**src/rtl/txfa_pkg.sv**
```systemverilog
// Package: shared types, constants and the CRC-32 byte step for the
// transmit frame terminator. Assumes byte-wide data and a 32-bit FCS.
package txfa_pkg;

    localparam int BYTE_W    = 8;
    localparam int CRC_W     = 32;
    localparam int FCS_BYTES = CRC_W / BYTE_W;
    localparam logic [CRC_W-1:0] CRC_PRESET    = '1;
    localparam logic [CRC_W-1:0] CRC_POLY_REFL = 32'hEDB88320;

    // Frame state: no frame open, frame open, FCS tail streaming
    typedef enum logic [1:0] {
        ST_IDLE = 2'd0,
        ST_PASS = 2'd1,
        ST_TAIL = 2'd2
    } tx_state_e;

    // Advance a reflected CRC-32 register by one byte, LSB first
    function automatic logic [CRC_W-1:0] crc_step(input logic [CRC_W-1:0] cur,
                                                  input logic [BYTE_W-1:0] data);
        logic [CRC_W-1:0] r;
        r = cur;
        for (int i = 0; i < BYTE_W; i++) begin
            if (r[0] ^ data[i])
                r = (r >> 1) ^ CRC_POLY_REFL;
            else
                r = r >> 1;
        end
        return r;
    endfunction

endpackage

```
**src/rtl/txfa_crc.sv**
```systemverilog
// Running CRC-32 register. 'start' seeds the register from the preset and
// folds in the first byte; 'advance' folds in a further byte. Otherwise the
// value holds. Assumes start and advance are never high together.
module txfa_crc
    import txfa_pkg::*;
(
    input  logic              clk,
    input  logic              rst_n,
    input  logic              start,
    input  logic              advance,
    input  logic [BYTE_W-1:0] data,
    output logic [CRC_W-1:0]  crc_q
);

    // Update the running CRC with each accepted frame byte
    always_ff @(posedge clk) begin
        if (!rst_n)
            crc_q <= CRC_PRESET;
        else if (start)
            crc_q <= crc_step(CRC_PRESET, data);
        else if (advance)
            crc_q <= crc_step(crc_q, data);
    end

    // a byte that is not accepted leaves the CRC untouched
    p_crc_hold_r6: assert property (@(posedge clk) disable iff (!rst_n)
        (!start && !advance) |=> $stable(crc_q));

endmodule

```
**src/rtl/txfa_bytecnt.sv**
```systemverilog
// Counts the bytes emitted in the current frame, saturating at the
// minimum frame length. 'reached' is high once MIN_BITS bits have gone out.
// Assumes MIN_BITS is a multiple of eight.
module txfa_bytecnt #(
    parameter int MIN_BITS = 512
) (
    input  logic clk,
    input  logic rst_n,
    input  logic start,
    input  logic advance,
    output logic reached
);

    localparam int MIN_BYTES = MIN_BITS / 8;
    localparam int CNT_W     = $clog2(MIN_BYTES + 1);
    localparam logic [CNT_W-1:0] CNT_MAX = CNT_W'(MIN_BYTES);

    logic [CNT_W-1:0] cnt_q;

    // Restart at one on a frame start, count up to the threshold and stop
    always_ff @(posedge clk) begin
        if (!rst_n)
            cnt_q <= '0;
        else if (start)
            cnt_q <= CNT_W'(1);
        else if (advance && cnt_q != CNT_MAX)
            cnt_q <= cnt_q + 1'b1;
    end

    // Threshold comparison on the saturated count
    always_comb reached = (cnt_q == CNT_MAX);

    // once the threshold is reached it stays reached until a new frame
    p_reach_sticky_r10: assert property (@(posedge clk) disable iff (!rst_n)
        (reached && !start) |=> reached);

endmodule

```
**src/rtl/txfa_fcs_sel.sv**
```systemverilog
// Picks one FCS byte from the running CRC. With 'inv' low it yields the
// correct FCS (complement of the CRC); with 'inv' high it yields the
// inverse of that. 'last' marks the final FCS byte. Purely combinational.
module txfa_fcs_sel
    import txfa_pkg::*;
#(
    parameter int IDX_W = $clog2(FCS_BYTES)
) (
    input  logic [CRC_W-1:0]  crc,
    input  logic              inv,
    input  logic [IDX_W-1:0]  idx,
    output logic [BYTE_W-1:0] fcs_byte,
    output logic              last
);

    logic [CRC_W-1:0] word;

    // Form the FCS word and slice the requested byte, LSB first
    always_comb begin
        word     = inv ? crc : ~crc;
        fcs_byte = word[idx*BYTE_W +: BYTE_W];
        last     = (idx == IDX_W'(FCS_BYTES - 1));
    end

endmodule

```
**src/rtl/tx_frame_terminator.sv**
```systemverilog
// Transmit frame terminator. Forwards frame bytes with one cycle of latency
// and closes each frame with its FCS. On abort it either cuts the frame
// (runt) or, once MIN_BITS bits are out, sends the inverted FCS at the next
// byte slot. Assumes the source never needs backpressure.
module tx_frame_terminator
    import txfa_pkg::*;
#(
    parameter int MIN_BITS = 512
) (
    input  logic        clk,
    input  logic        rst_n,
    input  logic        in_valid,
    input  logic        in_sof,
    input  logic        in_eof,
    input  logic [7:0]  in_data,
    input  logic        abort_req,
    output logic        out_valid,
    output logic        out_eof,
    output logic [7:0]  out_data
);

    localparam int IDX_W = $clog2(FCS_BYTES);

    tx_state_e         state_q;
    logic              inv_q;
    logic [IDX_W-1:0]  idx_q;
    logic              crc_start;
    logic              crc_adv;
    logic [CRC_W-1:0]  crc_q;
    logic              reached;
    logic [BYTE_W-1:0] fcs_byte;
    logic              fcs_last;

    // Acceptance strobes that feed both the CRC and the byte counter
    always_comb begin
        crc_start = (state_q == ST_IDLE) && in_valid && in_sof;
        crc_adv   = (state_q == ST_PASS) && in_valid && !abort_req;
    end

    txfa_crc u_crc (
        .clk     (clk),
        .rst_n   (rst_n),
        .start   (crc_start),
        .advance (crc_adv),
        .data    (in_data),
        .crc_q   (crc_q)
    );

    txfa_bytecnt #(.MIN_BITS(MIN_BITS)) u_cnt (
        .clk     (clk),
        .rst_n   (rst_n),
        .start   (crc_start),
        .advance (crc_adv),
        .reached (reached)
    );

    txfa_fcs_sel #(.IDX_W(IDX_W)) u_sel (
        .crc      (crc_q),
        .inv      (inv_q),
        .idx      (idx_q),
        .fcs_byte (fcs_byte),
        .last     (fcs_last)
    );

    // Frame state machine and registered output byte
    always_ff @(posedge clk) begin
        if (!rst_n) begin
            state_q   <= ST_IDLE;
            inv_q     <= 1'b0;
            idx_q     <= '0;
            out_valid <= 1'b0;
            out_eof   <= 1'b0;
            out_data  <= '0;
        end else begin
            out_valid <= 1'b0;
            out_eof   <= 1'b0;
            case (state_q)
                ST_IDLE: begin
                    if (in_valid && in_sof) begin
                        out_valid <= 1'b1;
                        out_data  <= in_data;
                        inv_q     <= 1'b0;
                        idx_q     <= '0;
                        state_q   <= in_eof ? ST_TAIL : ST_PASS;
                    end
                end
                ST_PASS: begin
                    if (abort_req) begin
                        if (reached) begin
                            out_valid <= 1'b1;
                            out_data  <= crc_q[BYTE_W-1:0];
                            inv_q     <= 1'b1;
                            idx_q     <= IDX_W'(1);
                            state_q   <= ST_TAIL;
                        end else begin
                            state_q   <= ST_IDLE;
                        end
                    end else if (in_valid) begin
                        out_valid <= 1'b1;
                        out_data  <= in_data;
                        if (in_eof) begin
                            inv_q   <= 1'b0;
                            idx_q   <= '0;
                            state_q <= ST_TAIL;
                        end
                    end
                end
                ST_TAIL: begin
                    out_valid <= 1'b1;
                    out_data  <= fcs_byte;
                    out_eof   <= fcs_last;
                    idx_q     <= idx_q + 1'b1;
                    if (fcs_last)
                        state_q <= ST_IDLE;
                end
                default: state_q <= ST_IDLE;
            endcase
        end
    end

    // an accepted in-frame byte shows up unchanged one cycle later
    p_pass_through_r2: assert property (@(posedge clk) disable iff (!rst_n)
        (state_q == ST_PASS && in_valid && !abort_req) |=>
            (out_valid && out_data == $past(in_data)));

    // a frame end is preceded by three further valid tail bytes
    p_tail_len_r3: assert property (@(posedge clk) disable iff (!rst_n)
        out_eof |-> ($past(out_valid, 1) && $past(out_valid, 2) && $past(out_valid, 3)));

    // a short frame that is aborted goes silent
    p_runt_cut_r4: assert property (@(posedge clk) disable iff (!rst_n)
        (state_q == ST_PASS && abort_req && !reached) |=> !out_valid);

    // a long frame that is aborted emits a tail byte in the next slot
    p_inv_start_r5: assert property (@(posedge clk) disable iff (!rst_n)
        (state_q == ST_PASS && abort_req && reached) |=> (out_valid && !out_eof));

    // with no frame open, only a start marker produces output
    p_idle_drop_r7: assert property (@(posedge clk) disable iff (!rst_n)
        (state_q == ST_IDLE && !(in_valid && in_sof)) |=> !out_valid);

    // the tail streams without gaps whatever the inputs do
    p_tail_steady_r8: assert property (@(posedge clk) disable iff (!rst_n)
        (state_q == ST_TAIL) |=> out_valid);

    // end marker only on a valid byte
    p_eof_valid_r11: assert property (@(posedge clk) disable iff (!rst_n)
        out_eof |-> out_valid);

endmodule

```
**config.mk**
```make
export PLATFORM = sky130hd
export DESIGN_NAME = tx_frame_terminator
export DESIGN_NICKNAME = d
export VERILOG_FILES = /design/src/rtl/txfa_pkg.sv /design/src/rtl/txfa_crc.sv /design/src/rtl/txfa_bytecnt.sv /design/src/rtl/txfa_fcs_sel.sv /design/src/rtl/tx_frame_terminator.sv
export SDC_FILE = /design/constraint.sdc
export NUM_CORES = 1
export LEC_CHECK = 0
export CORE_MARGIN = 10
export CORE_UTILIZATION = 45
export CTS_BUF_LIST = sky130_fd_sc_hd__clkbuf_4
export DETAILED_ROUTE_END_ITERATION = 16
export PLACE_DENSITY = 0.64
export SYNTH_ARGS = -nofsm -noshare
export SYNTH_HDL_FRONTEND = slang
export SYNTH_SLANG_ARGS = --single-unit
```
**constraint.sdc**
```tcl
create_clock -name clk -period 5.61 [get_ports clk]
set_input_delay 0.8415 -clock clk [delete_from_list [all_inputs] [get_ports clk]]
set_output_delay 0.8415 -clock clk [all_outputs]
set_load 0.02 [all_outputs]
```
### After elaboration in Yosys (flattened, before gate mapping)

Index checks and enable logic that the tools add are counted.

* add/subtract/negate cells: 2
* equal/unequal tests: 10
* shifts and indexed selects: 1
* muxes and demuxes: 86
* bitwise logic cells: 32
* reductions and logical operators: 18

Operators with widths (number)
* two-way mux 32 bit: 54
* inverter 13 -> 14 bit: 15
* two-way mux 8 bit: 4
* inverter 32 bit: 1
* variable part select 32 x 6 -> 8 bit: 1
* two-way mux 2 bit: 12
* case mux 8 bit (3 select lines): 1
* bitwise XOR 1 bit: 15
* case mux 2 bit (3 select lines): 2
* two-way mux 1 bit: 11
* AND reduction 5 bit: 2
* != test 3 bit (second input constant): 3
* AND reduction 4 bit: 2
* adder 7 x 1 -> 7 bit (second input constant): 1
* == test 7 bit (second input constant): 1
* != test 7 bit (second input constant): 1
* logical AND 1 bit: 6
* nonzero test 2 bit: 3
* == test 2 bit (second input constant): 2
* case mux 1 bit (3 select lines): 1
* nonzero test 3 bit: 1
* adder 2 x 1 -> 2 bit (second input constant): 1
* == test 2 x 1 -> 1 bit (second input constant): 1
* logical NOT 2 bit: 1
* other kinds (7): 7

* register bits after elaboration: 54
* output and inout bits: 10
* logic and storage cells: 158

### Logic depth before layout (Yosys ltp)

* word-level depth: 40
* gate-level depth with buffers: 9
* mapped depth without buffers: 8

### Hierarchy

A second synthesis with hierarchy kept.

* cells, all modules: 458
* area, all modules: 4340.4 µm²

By module, submodules not included
* txfa_crc: instances 1, cells each 292, area an instance 2758.9 µm², sequential area each 640.6 µm²
* tx_frame_terminator: instances 1, cells each 103, area an instance 919.6 µm², sequential area each 300.3 µm²
* txfa_bytecnt: instances 1, cells each 43, area an instance 377.9 µm², sequential area each 140.1 µm²
* txfa_fcs_sel: instances 1, cells each 20, area an instance 284.0 µm², sequential area each 0.0 µm²

### Worst setup path before layout

No wires, ideal clock.

* path kind: input -> register
* start point: input in_data[7]
* end point: register u_crc.crc_q[21]
* setup time: 130 ps
* data arrival time: 2442 ps
* required time: 5480 ps
* slack: 3038 ps
* stages: 7
* buffers on the path: 1
* cells stage by stage: buf_4 -> xor2_4 -> xnor2_2 -> xnor3_2 -> xnor2_1 -> a211oi_1 -> o21ai_1

* cells in the longest elaborated chain, start to end: 4
* elaborated cells between the ends (all ways): 6
* those cells by class: mux (4); bitwise (2)

RTL lines
* start: declaration: line tx_frame_terminator.sv:15 `input logic [7:0] in_data,`
* bitwise XOR 1 bit: line txfa_pkg.sv:24 `if (r[0] ^ data[i])`
* two-way mux 32 bit: line txfa_pkg.sv:24
* two-way mux 32 bit: line txfa_crc.sv:21 `else if (advance)`
* two-way mux 32 bit (*): line txfa_crc.sv:19 `else if (start)`
* end signal: assignment: line txfa_crc.sv:20 `crc_q <= crc_step(CRC_PRESET, data);`
* end signal: assignment: line txfa_crc.sv:22 `crc_q <= crc_step(crc_q, data);`
* end: declaration: line txfa_crc.sv:12 `output logic [CRC_W-1:0] crc_q`

Every way passes the cells marked *; elsewhere a longest branch is shown, timed or not. The select of a mux whose other input is x is not followed.
A chain may end at the register's enable or synchronous reset.

### Worst setup path in the final report

* start point: input in_data[1]
* end point: register u_crc.crc_q[21]

* cells in the longest elaborated chain, start to end: 32
* elaborated cells between the ends (all ways): 58
* those cells by class: mux (46); bitwise (12)

RTL lines
* bitwise XOR 1 bit: line txfa_pkg.sv:24
* two-way mux 32 bit: line txfa_pkg.sv:24
* two-way mux 32 bit: line txfa_crc.sv:21
* two-way mux 32 bit: line txfa_crc.sv:19
* two-way mux 32 bit: line txfa_crc.sv:17 `if (!rst_n)`
* inverter 13 -> 14 bit (no line)
* two-way mux 32 bit: line txfa_pkg.sv:24
* two-way mux 32 bit: line txfa_crc.sv:21
* [16 not listed]
* two-way mux 32 bit: line txfa_pkg.sv:24
* two-way mux 32 bit: line txfa_crc.sv:21
* two-way mux 32 bit: line txfa_crc.sv:19
* two-way mux 32 bit: line txfa_crc.sv:17
* inverter 13 -> 14 bit (no line)
* two-way mux 32 bit: line txfa_pkg.sv:24
* two-way mux 32 bit: line txfa_crc.sv:21
* two-way mux 32 bit (*): line txfa_crc.sv:19

Marked as above.

==> metrics.txt <==
status=finished, final reports clean; R2R Setup Slk=2830 ps; IO Port Bufs=23; RSZ-0062 raised after global routing=false; Die H=117 um; RD Place Congestion=0.937; dominant synthesized flop cell=dfxtp_1; arrival time of the worst setup path=3440 ps; Detail Route Antenna Nets=0; most frequent cells in the layout=xnor2_1, nand2_1, dfxtp_1; Root Buffer=clkbuf_4; htree depth=2; P_sw=0.923 mW; core box area=9150 sq um; hpwl dp=8.04 mm; DP Cell Count=590; Clock Path Buffers=2; hold buffers post-CTS=0; commonest non-fill, non-tap cell in the layout=xnor2_1; die area=13600 sq um; number of buffers created by CTS=5; Register-to-Register Path Depth=8; Crit-path slowest cell=clkdlybuf4s50_1; synth-to-layout area growth=6.27%; Pwr Density=463 nW/um^2; Worst Hold Class=register to register; Critical path origin=in_data[1]; Global Route Usage Sum=17.3%; max incr delay on CP=910 ps; Via density=5.66; worst skew pair latency=390 ps; n_diodes=0; Area contributors post-synth=dfxtp_1, xnor2_1, xor2_1; switching part of the total=44.8%; Worst Max-Slew Pin Slew=947 ps; CTS tree=done; Layout Nets=507; clock share of power=8.8%; vias in the first global route=3326; Routed WL per cell=18.8 um; cell family contributing the most delay on the critical path=XOR/XNOR gates; worst rel slew slack=36.8%; total stage count of the critical path=7; Peak VDD IR=0.140 mV; RR Endpoint=u_crc.crc_q[24]$_SDFFE_PN1P_; GRT overflow=0; syn_area_per_cell=8.52 sq um; Yosys cell types=46; Tcrit/Tclk final=56.2%; M2 GR Usage=28.8%; CP Data Required Time=5890 ps; worst path cell trace=clkdlybuf4s50_1, xor2_4, xnor2_2, xnor3_2, xnor2_1, a211oi_1, o21ai_1; sequential element share of the synthesized area=25.8%; Yosys reg bits=54; CP Launch Type=primary input; initial antenna violation count=0; Overall Power=2.06 mW; Mapped Area=4190 sq um; largest net degree at the start of global routing=30; Worst Path Max Fanout=9; Die Span X=117 um; layout cells sized above 1=8.42%; met1 Use GR=21.7%; Via Count=3387; DR iter-0 viols=286; WL final=11.2 mm; net count after synthesis=513; Synth area leader=dfxtp_1; fmax=317 MHz; Leak=1.57 nW; first-pass GRT wire length=18.3 mm; Max Cap Viol=0; Combinational Power Share=62.3%; Final Hold Vio Count=0; Yosys top cell area share=25.8%; drt pass-1 iters=5; Most Crowded Layer GR=met2; Async SR Flop Fraction=0%; reg2reg start=state_q[1]$_SDFFE_PN0P_; synth warn=0; final setup vio count=0; routing usage on met3=3.13%; Final Slew Violations=0; Post-CTS Repair Setup Buffers=0; Pint=1.14 mW; # clock sinks=54; Initial Utilization=45.8%; Reg power frac=28.9%; crit path capture=u_crc.crc_q[21]$_SDFFE_PN1P_; worst setup path class=primary input to register; Top Ports=24; fin cells=598; CP bufs+invs=1; Fin Setup TNS=0 ps; clock slew at reported path FFs=170 ps; # resized after CTS=0; shortest period the worst path allows=3150 ps; Layout Skew=16.7 ps; Post-Synthesis Cells=492; Post-synth EDFFs=0; endpoint type of the worst setup path=register; residual DRC count=0; # rows=35
state kept, by name (all words and copies together) (netlist names):
register,cells
idx_q,2
out_eof,1
state_q,2
inv_q,1
out_data,8
u_cnt.cnt_q,7
out_valid,1
u_crc.crc_q,32
stage by stage:
step	hold slack (ps)	utilization, %	setup slack [ps]	instance area, sq um
after detailed placement	448	48.1	2040	4400
after global placement	445	48.1	2140	4400
final	466	48.7	2460	4460
after CTS	468	48.7	2470	4460
after global routing	483	48.7	2310	4460
after floorplan	466	-	3040	4190
cells by family (layout without fill, tap and decap cells):
kind of cell,count (synthesis),count (layout),synth area share (%)
AND/OR/NAND/NOR,132,132,13.8
XOR/XNOR,141,141,32.0
AO/OA/AOI/OAI,90,90,13.7
adder cells (fa/ha/maj),7,7,2.09
multiplexers,19,19,7.16
flip-flops,54,54,25.8
buffers and inverters,49,44,5.43
power groups by stage:
stage / registers (mW) / clock network [mW] / logic [mW]
global placement: 0.600 / 0 / 1.26
floorplan: 0.568 / 0 / 1.04
finish: 0.595 / 0.182 / 1.28
detailed placement: 0.602 / 0 / 1.28
global route: 0.607 / 0.203 / 1.40
CTS: 0.592 / 0.187 / 1.28
per-layer routing:
layer / share of wire (%) / routed length, um
met3: 6.9 / 779
met5: 0 / 0
met2: 49 / 5460
met1: 42 / 4720
met4: 2.3 / 255
how the worst min path moves through the flow:
stage                                             from                           end  slack, ps  cells after the start
after CTS                     out_data[0]$_SDFFE_PN0P_      out_data[0]$_SDFFE_PN0P_        470                      2
final                         out_data[2]$_SDFFE_PN0P_      out_data[2]$_SDFFE_PN0P_        470                      2
after detailed placement      out_data[0]$_SDFFE_PN0P_      out_data[0]$_SDFFE_PN0P_        450                      2
after global routing          out_data[5]$_SDFFE_PN0P_      out_data[5]$_SDFFE_PN0P_        480                      2
after global placement        out_data[0]$_SDFFE_PN0P_      out_data[0]$_SDFFE_PN0P_        440                      2
after floorplan           u_crc.crc_q[18]$_SDFFE_PN1P_  u_crc.crc_q[18]$_SDFFE_PN1P_        470                      2
worst reg2reg max path: cells and delay by family (launching register included):
family | cells | cell delay, ps
compound gates | 1 | 120
fa+ha+maj | 1 | 500
buf+inv | 1 | 80
flops | 1 | 370
simple gates | 5 | 1640
layout make-up:
type	count	area [sq um]
fillers	878	4700
multi-input cells	389	2880
flip-flops and latches	54	1080
repair buffers	28	268
well taps	111	139
clock buffers	6	45.0
inverters	8	30.0
clock inverters	2	8.76
cells in the mapped netlist (5+ instances only):
cell,instances
nand2_1,60
xnor2_2,6
dfxtp_1,54
a21oi_1,28
o21ai_0,16
inv_1,8
buf_2,11
xor2_1,39
clkbuf_1,19
buf_4,6
o211ai_1,22
ha_1,7
a211oi_1,7
nor2_1,31
nand3_1,14
mux2_2,8
xnor2_1,92
mux4_2,8
and3_1,5
Power figures use the tool's default switching activity.
